[config.mk]
export PLATFORM = sky130hd
export DESIGN_NAME = irq_hist_log
export DESIGN_NICKNAME = d
export VERILOG_FILES = /design/src/rtl/irq_log_pkg.sv /design/src/rtl/irq_src_merge.sv /design/src/rtl/irq_log_store.sv /design/src/rtl/irq_pin_drv.sv /design/src/rtl/irq_hist_log.sv
export SDC_FILE = /design/constraint.sdc
export NUM_CORES = 1
export LEC_CHECK = 0
export ABC_AREA = 1
export ABC_CLOCK_PERIOD_IN_PS = 2300
export BUFFER_PORTS_ARGS = -buffer_cell sky130_fd_sc_hd__buf_2
export CORE_UTILIZATION = 30
export CTS_BUF_LIST = sky130_fd_sc_hd__clkbuf_8 sky130_fd_sc_hd__clkbuf_16
export CTS_CLUSTER_SIZE = 16
export DETAILED_ROUTE_END_ITERATION = 10
export PLACE_DENSITY_LB_ADDON = 0.3
export SYNTH_ARGS = -nofsm -noshare
export SYNTH_HDL_FRONTEND = slang
export SYNTH_HIERARCHICAL = 1
export SYNTH_SLANG_ARGS = --single-unit
[constraint.sdc]
create_clock -name clk -period 2.3 [get_ports clk]
set_clock_uncertainty 0.15 [all_clocks]
set_input_delay 0.345 -clock clk [delete_from_list [all_inputs] [get_ports clk]]
set_output_delay 0.345 -clock clk [all_outputs]
set_load 0.02 [all_outputs]
[src/rtl/irq_log_pkg.sv]
package irq_log_pkg;
   localparam int N_PINS = 2;
   typedef enum logic [0:0] {
      PIN_HW  = 1'b0,
      PIN_MSG = 1'b1
   } irq_pin_e;
endpackage

[src/rtl/irq_src_merge.sv]
module irq_src_merge #(
   parameter int N_SRC  = 2,
   parameter int DATA_W = 16
) (
   input  logic [N_SRC-1:0]        src_vld,
   input  logic [N_SRC*DATA_W-1:0] src_id,
   input  logic [N_SRC*DATA_W-1:0] src_addr,
   output logic                    mrg_vld,
   output logic [DATA_W-1:0]       mrg_id,
   output logic [DATA_W-1:0]       mrg_addr
);
   logic [DATA_W-1:0] id_gated [N_SRC];

   for (genvar g = 0; g < N_SRC; g++) begin : g_gate
      assign id_gated[g] = src_vld[g] ? src_id[g*DATA_W +: DATA_W] : '0;
   end

   always_comb begin
      mrg_id   = '0;
      mrg_addr = '0;
      for (int i = 0; i < N_SRC; i++) begin
         mrg_id = mrg_id | id_gated[i];
      end
      for (int i = N_SRC-1; i >= 0; i--) begin
         if (src_vld[i]) begin
            mrg_addr = src_addr[i*DATA_W +: DATA_W];
         end
      end
   end

   assign mrg_vld = (|src_vld) && (mrg_id != '0);
endmodule

[src/rtl/irq_log_store.sv]
module irq_log_store #(
   parameter int DATA_W = 16,
   parameter int DEPTH  = 16,
   localparam int ENT_W  = $clog2(DEPTH),
   localparam int WORD_W = ENT_W + 1
) (
   input  logic              clk,
   input  logic              rst_n,
   input  logic              wr_en,
   input  logic [DATA_W-1:0] wr_id,
   input  logic [DATA_W-1:0] wr_addr,
   input  logic [WORD_W-1:0] rd_word,
   output logic [DATA_W-1:0] rd_data,
   output logic [WORD_W-1:0] ptr_word
);
   logic [DATA_W-1:0] id_mem  [DEPTH];
   logic [DATA_W-1:0] adr_mem [DEPTH];
   logic [ENT_W-1:0]  wr_ent;

   always_ff @(posedge clk or negedge rst_n) begin
      if (!rst_n) begin
         wr_ent <= '0;
      end else if (wr_en) begin
         wr_ent <= wr_ent + 1'b1;
      end
   end

   for (genvar e = 0; e < DEPTH; e++) begin : g_ent
      always_ff @(posedge clk or negedge rst_n) begin
         if (!rst_n) begin
            id_mem[e]  <= '0;
            adr_mem[e] <= '0;
         end else if (wr_en && (wr_ent == ENT_W'(e))) begin
            id_mem[e]  <= wr_id;
            adr_mem[e] <= wr_addr;
         end
      end
   end

   assign ptr_word = {wr_ent, 1'b0};
   assign rd_data  = rd_word[0] ? adr_mem[rd_word[WORD_W-1:1]]
                                : id_mem[rd_word[WORD_W-1:1]];
endmodule

[src/rtl/irq_pin_drv.sv]
module irq_pin_drv #(
   parameter int PULSE_LEN = 4,
   localparam int CNT_W = $clog2(PULSE_LEN + 1)
) (
   input  logic clk,
   input  logic rst_n,
   input  logic level_mode,
   input  logic fire,
   input  logic ack,
   output logic pin_n
);
   logic             held;
   logic [CNT_W-1:0] cnt;

   always_ff @(posedge clk or negedge rst_n) begin
      if (!rst_n) begin
         held <= 1'b0;
         cnt  <= '0;
      end else begin
         if (fire && level_mode) begin
            held <= 1'b1;
         end else if (ack) begin
            held <= 1'b0;
         end
         if (fire && !level_mode) begin
            cnt <= CNT_W'(PULSE_LEN);
         end else if (cnt != '0) begin
            cnt <= cnt - 1'b1;
         end
      end
   end

   assign pin_n = level_mode ? ~held : (cnt == '0);
endmodule

[src/rtl/irq_hist_log.sv]
module irq_hist_log
   import irq_log_pkg::*;
#(
   parameter int N_SRC     = 2,
   parameter int DATA_W    = 16,
   parameter int MSG_BITS  = 8,
   parameter int DEPTH     = 16,
   parameter int PULSE_LEN = 4,
   localparam int WORD_W   = $clog2(2*DEPTH)
) (
   input  logic                    clk,
   input  logic                    rst_n,
   input  logic                    cfg_log_en,
   input  logic                    cfg_level_mode,
   input  logic [N_SRC-1:0]        ev_vld,
   input  logic [N_SRC*DATA_W-1:0] ev_id,
   input  logic [N_SRC*DATA_W-1:0] ev_addr,
   input  logic                    ack_hw,
   input  logic                    ack_msg,
   input  logic [WORD_W-1:0]       rd_word,
   output logic [DATA_W-1:0]       rd_data,
   output logic [WORD_W-1:0]       log_ptr,
   output logic                    irq_hw_n,
   output logic                    irq_msg_n
);
   if (DEPTH < 2 || (DEPTH & (DEPTH - 1)) != 0) begin : g_bad_depth
      $error("irq_hist_log: DEPTH must be a power of two of at least 2");
   end
   if (MSG_BITS < 1 || MSG_BITS >= DATA_W) begin : g_bad_split
      $error("irq_hist_log: MSG_BITS must leave at least one hardware bit");
   end
   if (N_SRC < 1 || PULSE_LEN < 1) begin : g_bad_cnt
      $error("irq_hist_log: N_SRC and PULSE_LEN must be positive");
   end

   logic              mrg_vld;
   logic [DATA_W-1:0] mrg_id;
   logic [DATA_W-1:0] mrg_addr;
   logic [N_PINS-1:0] pin_fire;
   logic [N_PINS-1:0] pin_ack;
   logic [N_PINS-1:0] pin_n;

   irq_src_merge #(.N_SRC(N_SRC), .DATA_W(DATA_W)) u_merge (
      .src_vld  (ev_vld),
      .src_id   (ev_id),
      .src_addr (ev_addr),
      .mrg_vld  (mrg_vld),
      .mrg_id   (mrg_id),
      .mrg_addr (mrg_addr)
   );

   irq_log_store #(.DATA_W(DATA_W), .DEPTH(DEPTH)) u_store (
      .clk      (clk),
      .rst_n    (rst_n),
      .wr_en    (mrg_vld && cfg_log_en),
      .wr_id    (mrg_id),
      .wr_addr  (mrg_addr),
      .rd_word  (rd_word),
      .rd_data  (rd_data),
      .ptr_word (log_ptr)
   );

   assign pin_fire[PIN_HW]  = mrg_vld && (|mrg_id[DATA_W-1:MSG_BITS]);
   assign pin_fire[PIN_MSG] = mrg_vld && (|mrg_id[MSG_BITS-1:0]);
   assign pin_ack[PIN_HW]   = ack_hw;
   assign pin_ack[PIN_MSG]  = ack_msg;

   for (genvar p = 0; p < N_PINS; p++) begin : g_pin
      irq_pin_drv #(.PULSE_LEN(PULSE_LEN)) u_drv (
         .clk        (clk),
         .rst_n      (rst_n),
         .level_mode (cfg_level_mode),
         .fire       (pin_fire[p]),
         .ack        (pin_ack[p]),
         .pin_n      (pin_n[p])
      );
   end

   assign irq_hw_n  = pin_n[PIN_HW];
   assign irq_msg_n = pin_n[PIN_MSG];
endmodule

=== Yosys cells after proc, flatten, opt, wreduce, memory -nomap -nowiden ===
Index checks and enable logic that the tools add are counted.
W data, S select, Z words.

* $add $sub $neg: 3
* Order comparisons: 1
* Equality and inequality tests: 15
* Muxes and demuxes: 21
* Bitwise operators: 4
* Reductions and logical operators: 38

{| class="wikitable"
|+ Operators with widths
! operator !! count
|-
| $mux W16 || 9
|-
| $bmux W16 S4 || 2
|-
| $eq A4 B4 Y1 const B || 8
|-
| $logic_and A1 B1 Y1 || 24
|-
| $eq A4 B3 Y1 const B || 4
|-
| $or A16 B16 Y16 || 1
|-
| $reduce_bool A16 Y1 || 1
|-
| $reduce_or A8 Y1 || 2
|-
| $mux W3 || 4
|-
| $eq A4 B2 Y1 const B || 2
|-
| $reduce_bool A2 Y1 || 4
|-
| $logic_not A3 Y1 || 2
|-
| $mux W1 || 6
|-
| $reduce_bool A3 Y1 || 2
|-
| $sub A3 B1 Y3 const B || 2
|-
| $ge A5 B5 Y1 const B || 1
|-
| $not A4 Y5 || 1
|-
| $add A4 B1 Y4 const B || 1
|-
| $eq A4 B1 Y1 const B || 1
|-
| $logic_not A4 Y1 || 1
|-
| $not A1 Y1 || 2
|-
| $reduce_or A2 Y1 || 1
|-
| $logic_not A1 Y1 || 1
|}

* Flip-flop bits (word level): 524
* Bits of input ports: 77
* Output and inout bits: 23
* Logic and storage cells: 119

=== Longest topological paths before layout ===
* Depth in word-level cells: 7
* Mapped depth: 16
* Mapped depth without buffers: 13

=== Cells and area by module ===
The synthesis kept the hierarchy.

{| class="wikitable"
|+ Modules (own cells, without submodules)
! module !! instances !! cells an instance !! area an instance (um2)
|-
| irq_log_store || 1 || 2,962 || 23,433.7
|-
| irq_src_merge || 1 || 119 || 509.2
|-
| irq_pin_drv || 2 || 29 || 226.5
|-
| irq_hist_log || 1 || 19 || 71.3
|}

=== Least setup slack after synthesis ===
OpenSTA, ideal clock, no wires.

* Path kind: in2reg
* Start: in ev_vld[1]
* End: reg u_store/id_mem[223] in the netlist's numbering
* Data arrival time: 1.846 ns
* Required time: 2.015 ns
* Path slack: 0.170 ns
* Cell stages on the path: 15
* Buffers on the path: 3
* Path through: buf_4 > nand2_1 > nand2_1 > nor2_1 > nand2_1 > nor2_1 > nand2_1 > nand2_1 > inv_1 > buf_2 > nand2_1 > inv_1 > nand2_1 > clkbuf_1 > o21ai_0

* Longest elaborated chain between the ends: 6
* Elaborated cells on any way between the ends: 7
* Those cells by class: mux (1); bitwise (1); reduce/logical (5)

{| class="wikitable"
|+ RTL lines
! element !! line !! RTL
|-
| start: declaration || irq_hist_log.sv:15 || <nowiki>input logic [N_SRC-1:0] ev_vld,</nowiki>
|-
| $mux W16 || irq_src_merge.sv:15 || <nowiki>assign id_gated[g] = src_vld[g] ? src_id[g*DATA_W +: DATA_W] : '0;</nowiki>
|-
| $or A16 B16 Y16 || irq_src_merge.sv:22 || <nowiki>mrg_id = mrg_id | id_gated[i];</nowiki>
|-
| named net mrg_id[10] || irq_hist_log.sv:37 || <nowiki>logic [DATA_W-1:0] mrg_id;</nowiki>
|-
| $reduce_bool A16 Y1 || irq_src_merge.sv:31 || <nowiki>assign mrg_vld = (|src_vld) && (mrg_id != '0);</nowiki>
|-
| $logic_and A1 B1 Y1 || irq_src_merge.sv:31 ||
|-
| named net mrg_vld || irq_hist_log.sv:36 || <nowiki>logic mrg_vld;</nowiki>
|-
| $logic_and A1 B1 Y1 || irq_hist_log.sv:55 || <nowiki>.wr_en (mrg_vld && cfg_log_en),</nowiki>
|-
| $logic_and A1 B1 Y1 || irq_log_store.sv:33 || <nowiki>end else if (wr_en && (wr_ent == ENT_W'(e))) begin</nowiki>
|-
| end signal: indexed assignment || irq_log_store.sv:34 || <nowiki>id_mem[e] <= wr_id;</nowiki>
|-
| end: declaration || irq_log_store.sv:16 || <nowiki>logic [DATA_W-1:0] id_mem [DEPTH];</nowiki>
|}

The timed path passes the listed nets, and every way through them passes these cells.
A chain may end at the register's enable or synchronous reset.

=== Worst setup path after layout ===
* Start: reg u_store/id_mem[121] in the netlist's numbering
* End: out rd_data[9]

* Longest elaborated chain between the ends: 4

{| class="wikitable"
|+ RTL lines
! element !! line !! RTL
|-
| $bmux W16 S4 || irq_log_store.sv:42 || <nowiki>: id_mem[rd_word[WORD_W-1:1]];</nowiki>
|-
| $mux W16 (implied by the code) (2 in series) || irq_log_store.sv:42 ||
|-
| $mux W16 || irq_log_store.sv:41 || <nowiki>assign rd_data = rd_word[0] ? adr_mem[rd_word[WORD_W-1:1]]</nowiki>
|-
| end: declaration || irq_hist_log.sv:21 || <nowiki>output logic [DATA_W-1:0] rd_data,</nowiki>
|}

Every way passes these cells. The select of a mux whose other input is x is not followed.

==> flow_metrics.env <==
export IMPL_post_route_period_util_pct=98.7
export IMPL_avgSynthCellArea_sq_um=7.75
export IMPL_clock_sinks=524
export IMPL_worstSetupPathType="reg -> out"
export IMPL_multi_input_comb_area_sq_mm=0.0104
export IMPL_cts_buffer_depth=3
export IMPL_setup_viol=0
export IMPL_drv_slew=0
export IMPL_post_drt_wl_per_cell_microns=18.0
export IMPL_grt_start_max_net_pins=75
export IMPL_crit_buf_inv=1
export IMPL_cp_top_family="simple AND/OR/NAND/NOR gates"
export IMPL_hold_viol_final=0
export IMPL_timing_final_crit_period_ps=2270
export IMPL_power_leakage_nw=14.5
export IMPL_io_pins=100
export IMPL_path_cells="nand2_1, nand3_2, nand3_2, nand2_1, nand2_1, nand2_2, nand2_2, nand2_4, buf_6"
export IMPL_antenna_found_initial=1
export IMPL_drc=6
export IMPL_synth_most_common_cell="nand2_1"
export IMPL_grt_pass1_wl_microns=123000
export IMPL_floorplan_die_area_sq_mm=0.0827
export IMPL_gp_congestion=0.792
export IMPL_antennaDiodeCount=0
export IMPL_violations="DRC"
export IMPL_start_util_pct=30.3
export IMPL_ys_types=20
export IMPL_rsz0062_at_grt="yes"
export IMPL_synth_top_area_cell="dfrtp_1"
export IMPL_dr_total_vias=21300
export IMPL_io_buffers=98
export IMPL_core_sq_mm=0.0807
export IMPL_crit_top_cell="nand2_1"
export IMPL_rows=104
export IMPL_cap_violations=0
export IMPL_layout_drive_gt1_share_pct=14.9
export IMPL_initialDrtViolationCount=1462
export IMPL_cts_root_buf="clkbuf_16"
export IMPL_startpoint_type="flop"
export IMPL_cellPowerDensity_mw_per_mm2=1130
export IMPL_cts_tree="yes"
export IMPL_place_ws_ps=-61.7
export IMPL_syn_num_nets=3243
export IMPL_worstPathArrival_ps=1780
export IMPL_cp_slowest_cell="dfrtp_1"
export IMPL_antenna_left=0
export IMPL_ys_ff_latch=524
export IMPL_worst_slack_ps=29.4
export IMPL_end_kind="primary output"
export IMPL_numCtsBuffers=54
export IMPL_ys_flop_type="dfrtp_1"
export IMPL_required_ps=1800
export IMPL_synth_area_leaders="dfrtp_1, nand2_1, nand3_1"
export IMPL_syn_area_sq_mm=0.0245
export IMPL_die_h_microns=288
export IMPL_synth_edf_count=0
export IMPL_synth_commonest_cells="nand2_1, dfrtp_1, nand3_1"
export IMPL_seq_area_frac_synth_pct=53.6
export IMPL_path_max_fanout=2
export IMPL_ir_worst_vdd_mv=0.589
export IMPL_grt_pass1_vias=20600
export IMPL_seq_area_sq_mm=0.0131
export IMPL_synth_top_area_share_pct=53.6
export IMPL_yosys_warnings=6
export IMPL_die_w_microns=288
export IMPL_r2r_cells=8
export IMPL_clk_pin_slew_ps=60
export IMPL_max_freq_mhz=440
export IMPL_area_delta_synth_final_pct=23.7
export IMPL_status="complete, but fails checks"
export IMPL_hpwl_microns=49300
export IMPL_fillers=8416
export IMPL_netlist_instances=3158
export IMPL_worst_pin_slew_ps=554
export IMPL_cpPeakStageDelay_ps=380
export IMPL_hold_class="in -> async"
export IMPL_cp_num_cells=9
export IMPL_async_flop_share_pct=100
export IMPL_fin_setup_tns_ps=0
export IMPL_grt_usage_pct=19.2
export IMPL_final_nets=3365
export IMPL_worstSkewPairLatency_ps=600
export IMPL_slew_headroom_pct=63.0
export IMPL_cts_max_level=2
export IMPL_grt_ovfl_total=0
export IMPL_vias_per_cell=4.86
export IMPL_final_util_pct=37.5
export IMPL_drt_total_wl_microns=78900
export IMPL_firstDrtPassIters=10
[worst paths after layout]
| kind | from | to | slack (ps) |
|---|---|---|---|
| hold reg to reg | u_store/id_mem[103] | u_store/id_mem[103] | 330 |
| hold / removal | rst_n | u_store/adr_mem[16] | 60 |
| setup / recovery | u_store/id_mem[121] | rd_data[9] | 30 |
| max in group asynchronous | rst_n | u_store/id_mem[29] | 990 |
| min in group clk | cfg_log_en | u_store/wr_ent[0] | 90 |
| setup reg to reg | u_store/wr_ent[1] | u_store/adr_mem[42] | 490 |
[state kept, by name (all words and copies together), names as in the netlist]
name and count:
g_pin.u_drv/cnt 6, g_pin.u_drv/held 2, u_store/adr_mem 256, u_store/id_mem 256, u_store/wr_ent 4
[placed cells by master (no fill, tap or decap), types with 14 or more instances in the layout]
master and count:
buf_4 112, buf_12 91, dfrtp_1 524, clkbuf_16 57, a21oi_1 128, clkbuf_8 14, buf_6 17, nand3_1 383
nor2_1 155, nand2_1 1148, nand2_2 68, nand3_2 29, inv_1 72, buf_2 78, o21ai_0 388
[layout make-up]
| type | instances | area share, % |
|---|---|---|
| Clock buffer | 68 | 5.14 |
| Clock inverter | 24 | 0.587 |
| Inverter | 62 | 0.835 |
| Multi-Input combinational cell | 2327 | 34.3 |
| Sequential cell | 524 | 43.3 |
| Tap cell | 1060 | 4.38 |
| Timing Repair Buffer | 310 | 11.4 |
| Timing Repair inverter | 1 | 0.0289 |
[per-stage QoR]
step | hold slack [ps] | total power, mW | instance area, sq um | std cells
finish | 59.2 | 34.2 | 30300 | 4376
global route | 87.1 | 36.7 | 30300 | 4376
CTS | 47.3 | 34.1 | 29700 | 4351
detailed placement | 109 | 25.0 | 27700 | 4252
global placement | 111 | 24.7 | 27700 | 4252
floorplan | -101 | 21.7 | 24500 | 3158
[logic make-up after synthesis]
group | Yosys count | share of synthesized area [%]
AOI/OAI and AO/OA | 517 | 10.6
and+or+nand+nor | 1798 | 29.9
buffers and inverters | 307 | 5.41
other | 1 | 0.0153
DFF | 524 | 53.6
adders and majority gates | 8 | 0.409
xor gates and xnor gates | 3 | 0.107
[per-layer routing]
layer | track usage (%) | routed length, microns | vias to the layer above
li1 | - | - | 10500
met1 | 27.2 | 37800 | 10200
met2 | 29.9 | 35200 | 447
met3 | 2.46 | 3400 | 128
met4 | 7.05 | 2620 | 0
met5 | 0 | 0 | -
[report_power, final]
group / total [mW] / switching [mW] / internal, mW
clock network: 8.73 / 3.69 / 5.04
logic: 9.91 / 5.67 / 4.24
registers: 15.5 / 2.16 / 13.4
total: 34.2 / 11.5 / 22.6
[what timing repair did]
item	in CTS	in global routing
resized for setup	66	74
cloned	1	3
endpoints found under the setup margin	16	17
hold endpoints to repair	419	0
pin swaps	23	61
buffers inserted	0	22
hold buffers	6	0
Note: power is estimated with default switching activity, not from simulation.
